--- src/rtl/ir_pd_pkg.sv ---
package ir_pd_pkg;

    localparam int BUF_BYTES = 5;
    localparam int BUF_W     = BUF_BYTES * 8;
    localparam int LEN_W     = 8;
    localparam int GAP_W     = 16;
    localparam int REP_W     = 2;
    localparam int IDX_W     = $clog2(2 * BUF_W + 2);
    localparam int SYNC_AT   = 16;
    localparam int TRAILER   = 255;
    localparam logic [IDX_W-1:0] IDX_IDLE = '1;

    typedef enum logic [1:0] {
        PH_IDLE,
        PH_MARK,
        PH_SPACE,
        PH_GAP
    } phase_t;

    typedef struct packed {
        logic [LEN_W-1:0] mark;
        logic [LEN_W-1:0] space;
    } seg_t;

    typedef struct packed {
        logic [BUF_W-1:0] bits;
        seg_t             lead;
        seg_t             one;
        seg_t             zero;
        logic [IDX_W-1:0] nbits;
        logic             stop;
        logic [REP_W-1:0] reps;
        logic [GAP_W-1:0] gap;
        logic             sync;
        logic             dbl;
    } frame_cfg_t;

    // Buffer index j reads the j-th bit counted from the MSB.
    function automatic logic buf_bit(input logic [BUF_W-1:0] b,
                                     input logic [IDX_W-1:0] j);
        logic [BUF_W-1:0] sh;
        sh = b << j;
        return sh[BUF_W-1];
    endfunction

endpackage

--- src/rtl/ir_pd_seg_sel.sv ---
module ir_pd_seg_sel
    import ir_pd_pkg::*;
(
    input  frame_cfg_t       cfg,
    input  logic [IDX_W-1:0] idx,
    input  logic [IDX_W-1:0] end_idx,
    input  logic             final_frame,
    output seg_t             seg
);
    logic [IDX_W-1:0] rd_idx;
    logic             val;

    always_comb begin
        rd_idx = (cfg.sync && idx > IDX_W'(SYNC_AT)) ? idx - 1'b1 : idx;
        val    = buf_bit(cfg.bits, rd_idx);
        if (idx == IDX_IDLE) begin
            seg = cfg.lead;
        end else if (idx < end_idx) begin
            if (cfg.sync && idx == IDX_W'(SYNC_AT))
                seg = '{mark: cfg.zero.mark, space: cfg.lead.space};
            else
                seg = val ? cfg.one : cfg.zero;
        end else begin
            seg.mark  = cfg.zero.mark;
            seg.space = final_frame ? LEN_W'(TRAILER) : cfg.zero.space;
        end
    end
endmodule

--- src/rtl/ir_pd_seq.sv ---
module ir_pd_seq
    import ir_pd_pkg::*;
(
    input  logic       clk,
    input  logic       rst,
    input  logic       tick,
    input  logic       start,
    input  frame_cfg_t cfg_in,
    output logic       busy,
    output logic       carrier_en
);
    phase_t           phase;
    frame_cfg_t       cfg;
    logic [IDX_W-1:0] idx, end_idx;
    logic [GAP_W-1:0] cnt;
    logic [REP_W-1:0] rep;
    logic             car;
    seg_t             seg;

    logic             final_frame, last_bit;
    logic [GAP_W:0]   cnt_nxt, seg_len, gap_len;
    logic [IDX_W:0]   next_idx, stop_lim;

    ir_pd_seg_sel u_sel (
        .cfg        (cfg),
        .idx        (idx),
        .end_idx    (end_idx),
        .final_frame(final_frame),
        .seg        (seg)
    );

    always_comb begin
        final_frame = ({1'b0, rep} + 1'b1) >= {1'b0, cfg.reps};
        cnt_nxt     = {1'b0, cnt} + 1'b1;
        seg_len     = (GAP_W+1)'((phase == PH_MARK) ? seg.mark : seg.space);
        gap_len     = {1'b0, cfg.gap};
        next_idx    = (idx == IDX_IDLE) ? '0 : {1'b0, idx} + 1'b1;
        stop_lim    = {1'b0, end_idx} + {{IDX_W{1'b0}}, cfg.stop};
        last_bit    = (idx != IDX_IDLE) && (next_idx >= stop_lim);
    end

    always_ff @(posedge clk) begin
        if (rst) begin
            phase   <= PH_IDLE;
            cfg     <= '0;
            idx     <= IDX_IDLE;
            end_idx <= '0;
            cnt     <= '0;
            rep     <= '0;
            car     <= 1'b0;
        end else begin
            case (phase)
                PH_IDLE: begin
                    if (start) begin
                        cfg     <= cfg_in;
                        idx     <= (cfg_in.lead.mark != '0) ? IDX_IDLE : '0;
                        end_idx <= cfg_in.nbits;
                        cnt     <= '0;
                        rep     <= '0;
                        phase   <= PH_MARK;
                    end
                end
                PH_MARK, PH_SPACE: begin
                    if (tick) begin
                        car <= (phase == PH_MARK);
                        if (cnt_nxt < seg_len) begin
                            cnt <= cnt_nxt[GAP_W-1:0];
                        end else begin
                            cnt <= '0;
                            if (phase == PH_MARK) begin
                                phase <= PH_SPACE;
                            end else if (!last_bit) begin
                                idx   <= next_idx[IDX_W-1:0];
                                phase <= PH_MARK;
                            end else begin
                                idx <= IDX_IDLE;
                                if (final_frame) begin
                                    rep   <= '0;
                                    phase <= PH_IDLE;
                                end else begin
                                    rep   <= rep + 1'b1;
                                    phase <= PH_GAP;
                                end
                            end
                        end
                    end
                end
                PH_GAP: begin
                    if (tick) begin
                        car <= 1'b0;
                        if (cnt_nxt < gap_len) begin
                            cnt <= cnt_nxt[GAP_W-1:0];
                        end else begin
                            cnt   <= '0;
                            phase <= PH_MARK;
                            if (cfg.dbl) begin
                                idx     <= IDX_W'(SYNC_AT);
                                end_idx <= {cfg.nbits[IDX_W-2:0], 1'b1};
                            end else begin
                                idx <= (cfg.lead.mark != '0) ? IDX_IDLE : '0;
                            end
                        end
                    end
                end
                default: phase <= PH_IDLE;
            endcase
        end
    end

    assign busy       = (phase != PH_IDLE);
    assign carrier_en = car;
endmodule

--- src/rtl/ir_pd_carrier.sv ---
module ir_pd_carrier #(
    parameter int DIV_W = 8
) (
    input  logic             clk,
    input  logic             rst,
    input  logic             en,
    input  logic [DIV_W-1:0] div,
    output logic             out
);
    logic [DIV_W-1:0] cnt;
    logic             sq;

    always_ff @(posedge clk) begin
        if (rst || !en) begin
            cnt <= '0;
            sq  <= 1'b0;
        end else if (cnt == div) begin
            cnt <= '0;
            sq  <= ~sq;
        end else begin
            cnt <= cnt + 1'b1;
        end
    end

    assign out = en & sq;
endmodule

--- src/rtl/ir_pd_tx.sv ---
module ir_pd_tx
    import ir_pd_pkg::*;
#(
    parameter int DIV_W = 8
) (
    input  logic               clk,
    input  logic               rst,
    input  logic               tick,
    input  logic               start,
    input  logic [BUF_W-1:0]   frame_bits,
    input  logic [LEN_W-1:0]   start_mark,
    input  logic [LEN_W-1:0]   start_space,
    input  logic [LEN_W-1:0]   one_mark,
    input  logic [LEN_W-1:0]   one_space,
    input  logic [LEN_W-1:0]   zero_mark,
    input  logic [LEN_W-1:0]   zero_space,
    input  logic [IDX_W-1:0]   bit_count,
    input  logic               stop_en,
    input  logic [REP_W-1:0]   rep_count,
    input  logic [GAP_W-1:0]   rep_gap,
    input  logic               sync_mode,
    input  logic               dbl_mode,
    input  logic [DIV_W-1:0]   carrier_div,
    output logic               busy,
    output logic               carrier_en,
    output logic               ir_out
);
    frame_cfg_t cfg_in;

    always_comb begin
        cfg_in.bits  = frame_bits;
        cfg_in.lead  = '{mark: start_mark, space: start_space};
        cfg_in.one   = '{mark: one_mark,   space: one_space};
        cfg_in.zero  = '{mark: zero_mark,  space: zero_space};
        cfg_in.nbits = bit_count;
        cfg_in.stop  = stop_en;
        cfg_in.reps  = rep_count;
        cfg_in.gap   = rep_gap;
        cfg_in.sync  = sync_mode;
        cfg_in.dbl   = dbl_mode;
    end

    ir_pd_seq u_seq (
        .clk       (clk),
        .rst       (rst),
        .tick      (tick),
        .start     (start),
        .cfg_in    (cfg_in),
        .busy      (busy),
        .carrier_en(carrier_en)
    );

    ir_pd_carrier #(.DIV_W(DIV_W)) u_car (
        .clk(clk),
        .rst(rst),
        .en (carrier_en),
        .div(carrier_div),
        .out(ir_out)
    );
endmodule

--- config.mk ---
export PLATFORM = sky130hd
export DESIGN_NAME = ir_pd_tx
export DESIGN_NICKNAME = d
export VERILOG_FILES = /design/src/rtl/ir_pd_pkg.sv /design/src/rtl/ir_pd_seg_sel.sv /design/src/rtl/ir_pd_seq.sv /design/src/rtl/ir_pd_carrier.sv /design/src/rtl/ir_pd_tx.sv
export SDC_FILE = /design/constraint.sdc
export NUM_CORES = 1
export LEC_CHECK = 0
export ABC_AREA = 1
export ABC_CLOCK_PERIOD_IN_PS = 5530
export BUFFER_PORTS_ARGS = -buffer_cell sky130_fd_sc_hd__buf_2
export CELL_PAD_IN_SITES_DETAIL_PLACEMENT = 1
export CELL_PAD_IN_SITES_GLOBAL_PLACEMENT = 1
export CORE_ASPECT_RATIO = 0.5
export CORE_MARGIN = 2
export CORE_UTILIZATION = 41
export CTS_CLUSTER_DIAMETER = 150
export DETAILED_ROUTE_END_ITERATION = 16
export HOLD_SLACK_MARGIN = 0.03
export PLACE_DENSITY = 0.78
export SYNTH_ARGS = -nofsm -noshare
export SYNTH_HDL_FRONTEND = slang
export SYNTH_SLANG_ARGS = --single-unit
--- constraint.sdc ---
create_clock -name clk -period 5.53 [get_ports clk]
set_input_delay 0.553 -clock clk [delete_from_list [all_inputs] [get_ports clk]]
set_output_delay 0.553 -clock clk [all_outputs]
set_load 0.01 [all_outputs]
==> results.py <==
metrics = {
    "run_status": {
        "status": "complete, no violations",
    },
    "route": {
        "postRouteAntennaNets": 0,
        "dr.first_iter.drc_count": 468,
        "first_pass_iters": 5,
        "drt_wl_total_um": 28430,
        "drcViolationCount": 0,
        "wire_per_inst_um": 17.46,
        "avgViaCountPerCell": 5.442,
        "vias": 8860,
    },
    "power": {
        "peakVddDrop_v": 0.0001911,
        "p_switching_mw": 2.301,
        "share_comb_of_total_power_pct": 45.7,
        "seq_power_share_pct": 31.2,
        "internal_power_mw": 2.990,
        "switching_share_pct": 43.49,
        "power_density_mw_per_mm2": 513.8,
        "leakage_nw": 4.526,
        "clkPwrFrac_pct": 23.1,
    },
    "timing": {
        "maxSlewViolCount": 0,
        "timing.fmax_mhz": 195.9,
        "setup_violations": 0,
        "finClkSkew_ns": 0.01040,
        "period_minus_slack_ns": 5.105,
        "hold_viol": 0,
        "tns_ns": 0,
        "min_period_over_period_pct": 92.32,
        "slew_headroom_pct": 29.43,
        "worst_pin_slew_ns": 1.057,
    },
    "floorplan": {
        "io_pins": 131,
        "dieArea_sq_mm": 0.02273,
        "initial_core_util_pct": 42.34,
        "core_sq_mm": 0.02079,
        "rows": 37,
        "die_h_um": 107.6,
        "die_w_um": 211.2,
    },
    "final_layout": {
        "diodes": 0,
        "synthToLayoutAreaGrowth_pct": 17.00,
        "final_util_pct": 49.54,
        "nets": 1520,
        "drive_above_1_share_pct": 16.38,
        "num-fill-cells": 2715,
    },
    "setup_path": {
        "arrival_ns": 5.48,
        "cpPeakStageDelay_ns": 0.48,
        "critical_path_class": "reg -> reg",
        "crit_fanout": 16,
        "cpMaxStageDelayCell": "dfxtp_1",
        "reg2reg_slack_ns": 0.42,
        "reg2reg_depth": 28,
        "critPathRequiredTime_ns": 5.91,
        "startpoint_type": "flop",
        "r2r-end": "u_seq.cnt[9]",
        "startpoint": "u_seq.idx[0]",
        "cp_common_cell": "nand2_1",
        "end_kind": "flop",
        "timing.rr.start": "u_seq.idx[0]",
    },
    "synth": {
        "yosysWarnings": 0,
        "syn-num-nets": 1417,
        "async_flop_share_pct": 0,
        "syn_area_sq_mm": 0.008801,
        "synth_edf_count": 0,
        "ys_top_cells_by_area": "dfxtp_1 36%, nor2_1 9.3%, o21ai_0 8.8%",
        "synth.top_cell.area_share_pct": 36.17,
        "synth_cells": 1240,
        "synth_flop_cell": "dfxtp_1",
        "synth_seq_cells": 159,
        "ys_types": 48,
        "syn_area_per_cell_sq_um": 7.098,
        "ys_seq_area_share_pct": 36.17,
        "yosysTopAreaCell": "dfxtp_1",
    },
    "global_routing": {
        "antenna_found_initial": 0,
        "grt_pass1_wl_um": 45990,
        "grt_pass1_vias": 9104,
        "grt_max_degree": 100,
        "grt_overflow": 0,
        "gr-usage-all-layers_pct": 25.90,
    },
    "cts": {
        "cts_root_buf": "clkbuf_16",
        "clock-sinks": 159,
        "holdBufCountCts": 0,
        "worstSkewPairLatency_ns": 0.45,
        "h-tree-depth": 4,
        "clock_path_buffers": 2,
        "cts_tree": "built",
        "clk_pin_slew_ns": 0.06,
        "numCtsBuffers": 17,
    },
    "run": {
        "max_cap_viol_count": 0,
    },
    "hold_path": {
        "hp-class": "in -> reg",
        "hold_depth": 3,
        "whs_endpoint": "u_seq.cfg[18]",
        "min-delay-start": "rep_count[0]",
    },
    "placement": {
        "dp_hpwl_um": 20910,
        "port_buffers": 130,
        "gp_congestion": 0.8730,
    },
}
## Yosys cell counts, types with 5 or more instances
cell type and instances:
nand2_1 179, a21oi_1 79, a31oi_1 8, a21oi_2 10, nand3_1 85, dfxtp_1 159
xnor2_1 12, nor4_1 7, nand3_2 11, ha_1 48, nand4_1 19, xor2_1 22
nor2_1 217, inv_1 103, clkbuf_1 50, nand2_4 5, nor3_1 14, o21ai_0 155
## worst max-delay path, delay by kind of cell, from the launching register on
kind / cells / cell delay (ns)
buffers and inverters: 3 / 0.45
AND/OR/NAND/NOR: 16 / 2.25
adder cells (fa/ha/maj): 2 / 0.58
flip-flops: 1 / 0.48
AO/OA/AOI/OAI: 6 / 1.08
XOR/XNOR: 1 / 0.18
## power by group through the flow
stage	clock [mW]	sequential, mW	combinational [mW]
after detailed placement	0	1.66	2.32
after global routing	1.29	1.67	2.75
after global placement	0	1.65	2.21
final	1.22	1.65	2.42
after CTS	1.25	1.65	2.35
after floorplan	0	1.58	1.75
## final cells by class
class	count	area (sq um)	area share, %
multi-input cells	919	5045	48.99
flip-flops and latches	159	3183	30.91
repair buffers	139	718.2	6.974
clock buffers	26	529.3	5.140
inverters	107	405.4	3.937
well taps	273	341.6	3.317
clock inverters	5	75.07	0.7290
## layout by cell type, fill, tap and decap left out, drive strengths merged, types with 26 or more instances in the layout
cell type  synthesis  final
nor2             218    218
nand2            188    188
dfxtp            159    159
o21ai            157    157
buf                5    139
inv              107    106
nand3             99     99
a21oi             91     91
ha                48     48
clkbuf            50     26
## what timing repair did
action                     CTS  global route
setup endpoints to repair    0            27
buffers inserted             0             3
gates resized for setup      0            11
## kinds of logic (layout without fill, tap and decap cells)
kind of cell | after synthesis | in the layout | share of synthesized area, %
AOI/OAI and AO/OA | 281 | 281 | 17.76
buffers and inverters | 162 | 277 | 7.293
and+or+nand+nor | 553 | 553 | 27.98
DFF | 159 | 159 | 36.17
xor gates and xnor gates | 36 | 36 | 3.753
adders and majority gates | 49 | 49 | 7.052
## state kept, by name, indices dropped and copies added, names as in the netlist
register          cells
u_seq.end_idx         7
u_seq.phase           2
u_seq.idx             7
u_seq.cnt            16
u_seq.rep             2
u_seq.cfg           115
u_car.cnt             8
u_seq.carrier_en      1
u_car.sq              1
## through the flow
stage	power, mW	area (sq um)	worst slack [ns]	hold WS [ns]	instances
5_1_grt	5.710	10300	-0.007747	0.3725	1628
3_3_place_gp	3.862	9605	0.3719	0.4501	1594
3_5_place_dp	3.983	9605	0.05802	0.4549	1594
4_1_cts	5.247	10210	0.02308	0.3371	1625
6_report	5.291	10300	0.4248	0.3586	1628
2_1_floorplan	3.329	8801	1.072	0.4297	1240
## layer usage
metal	global-route usage, %	part of all wire (%)	wire, um	vias to the layer above
met5	0	0	0	-
met4	8.652	2.0	567	0
met3	4.726	3.6	1013	45
met2	44.74	48	13510	168
met1	32.75	47	13340	4314
li1	-	-	-	4333
## worst max-delay path by stage
stage	slack, ns	depth (start not counted)	endpoint
floorplan	1.07	27	u_seq.cnt[14]
global placement	0.37	28	u_seq.cnt[6]
detailed placement	0.06	31	u_seq.cnt[3]
CTS	0.02	31	u_seq.cnt[9]
global route	-0.008	29	u_seq.cnt[6]
finish	0.42	28	u_seq.cnt[9]
No activity file was read; power rests on OpenSTA's default activity.
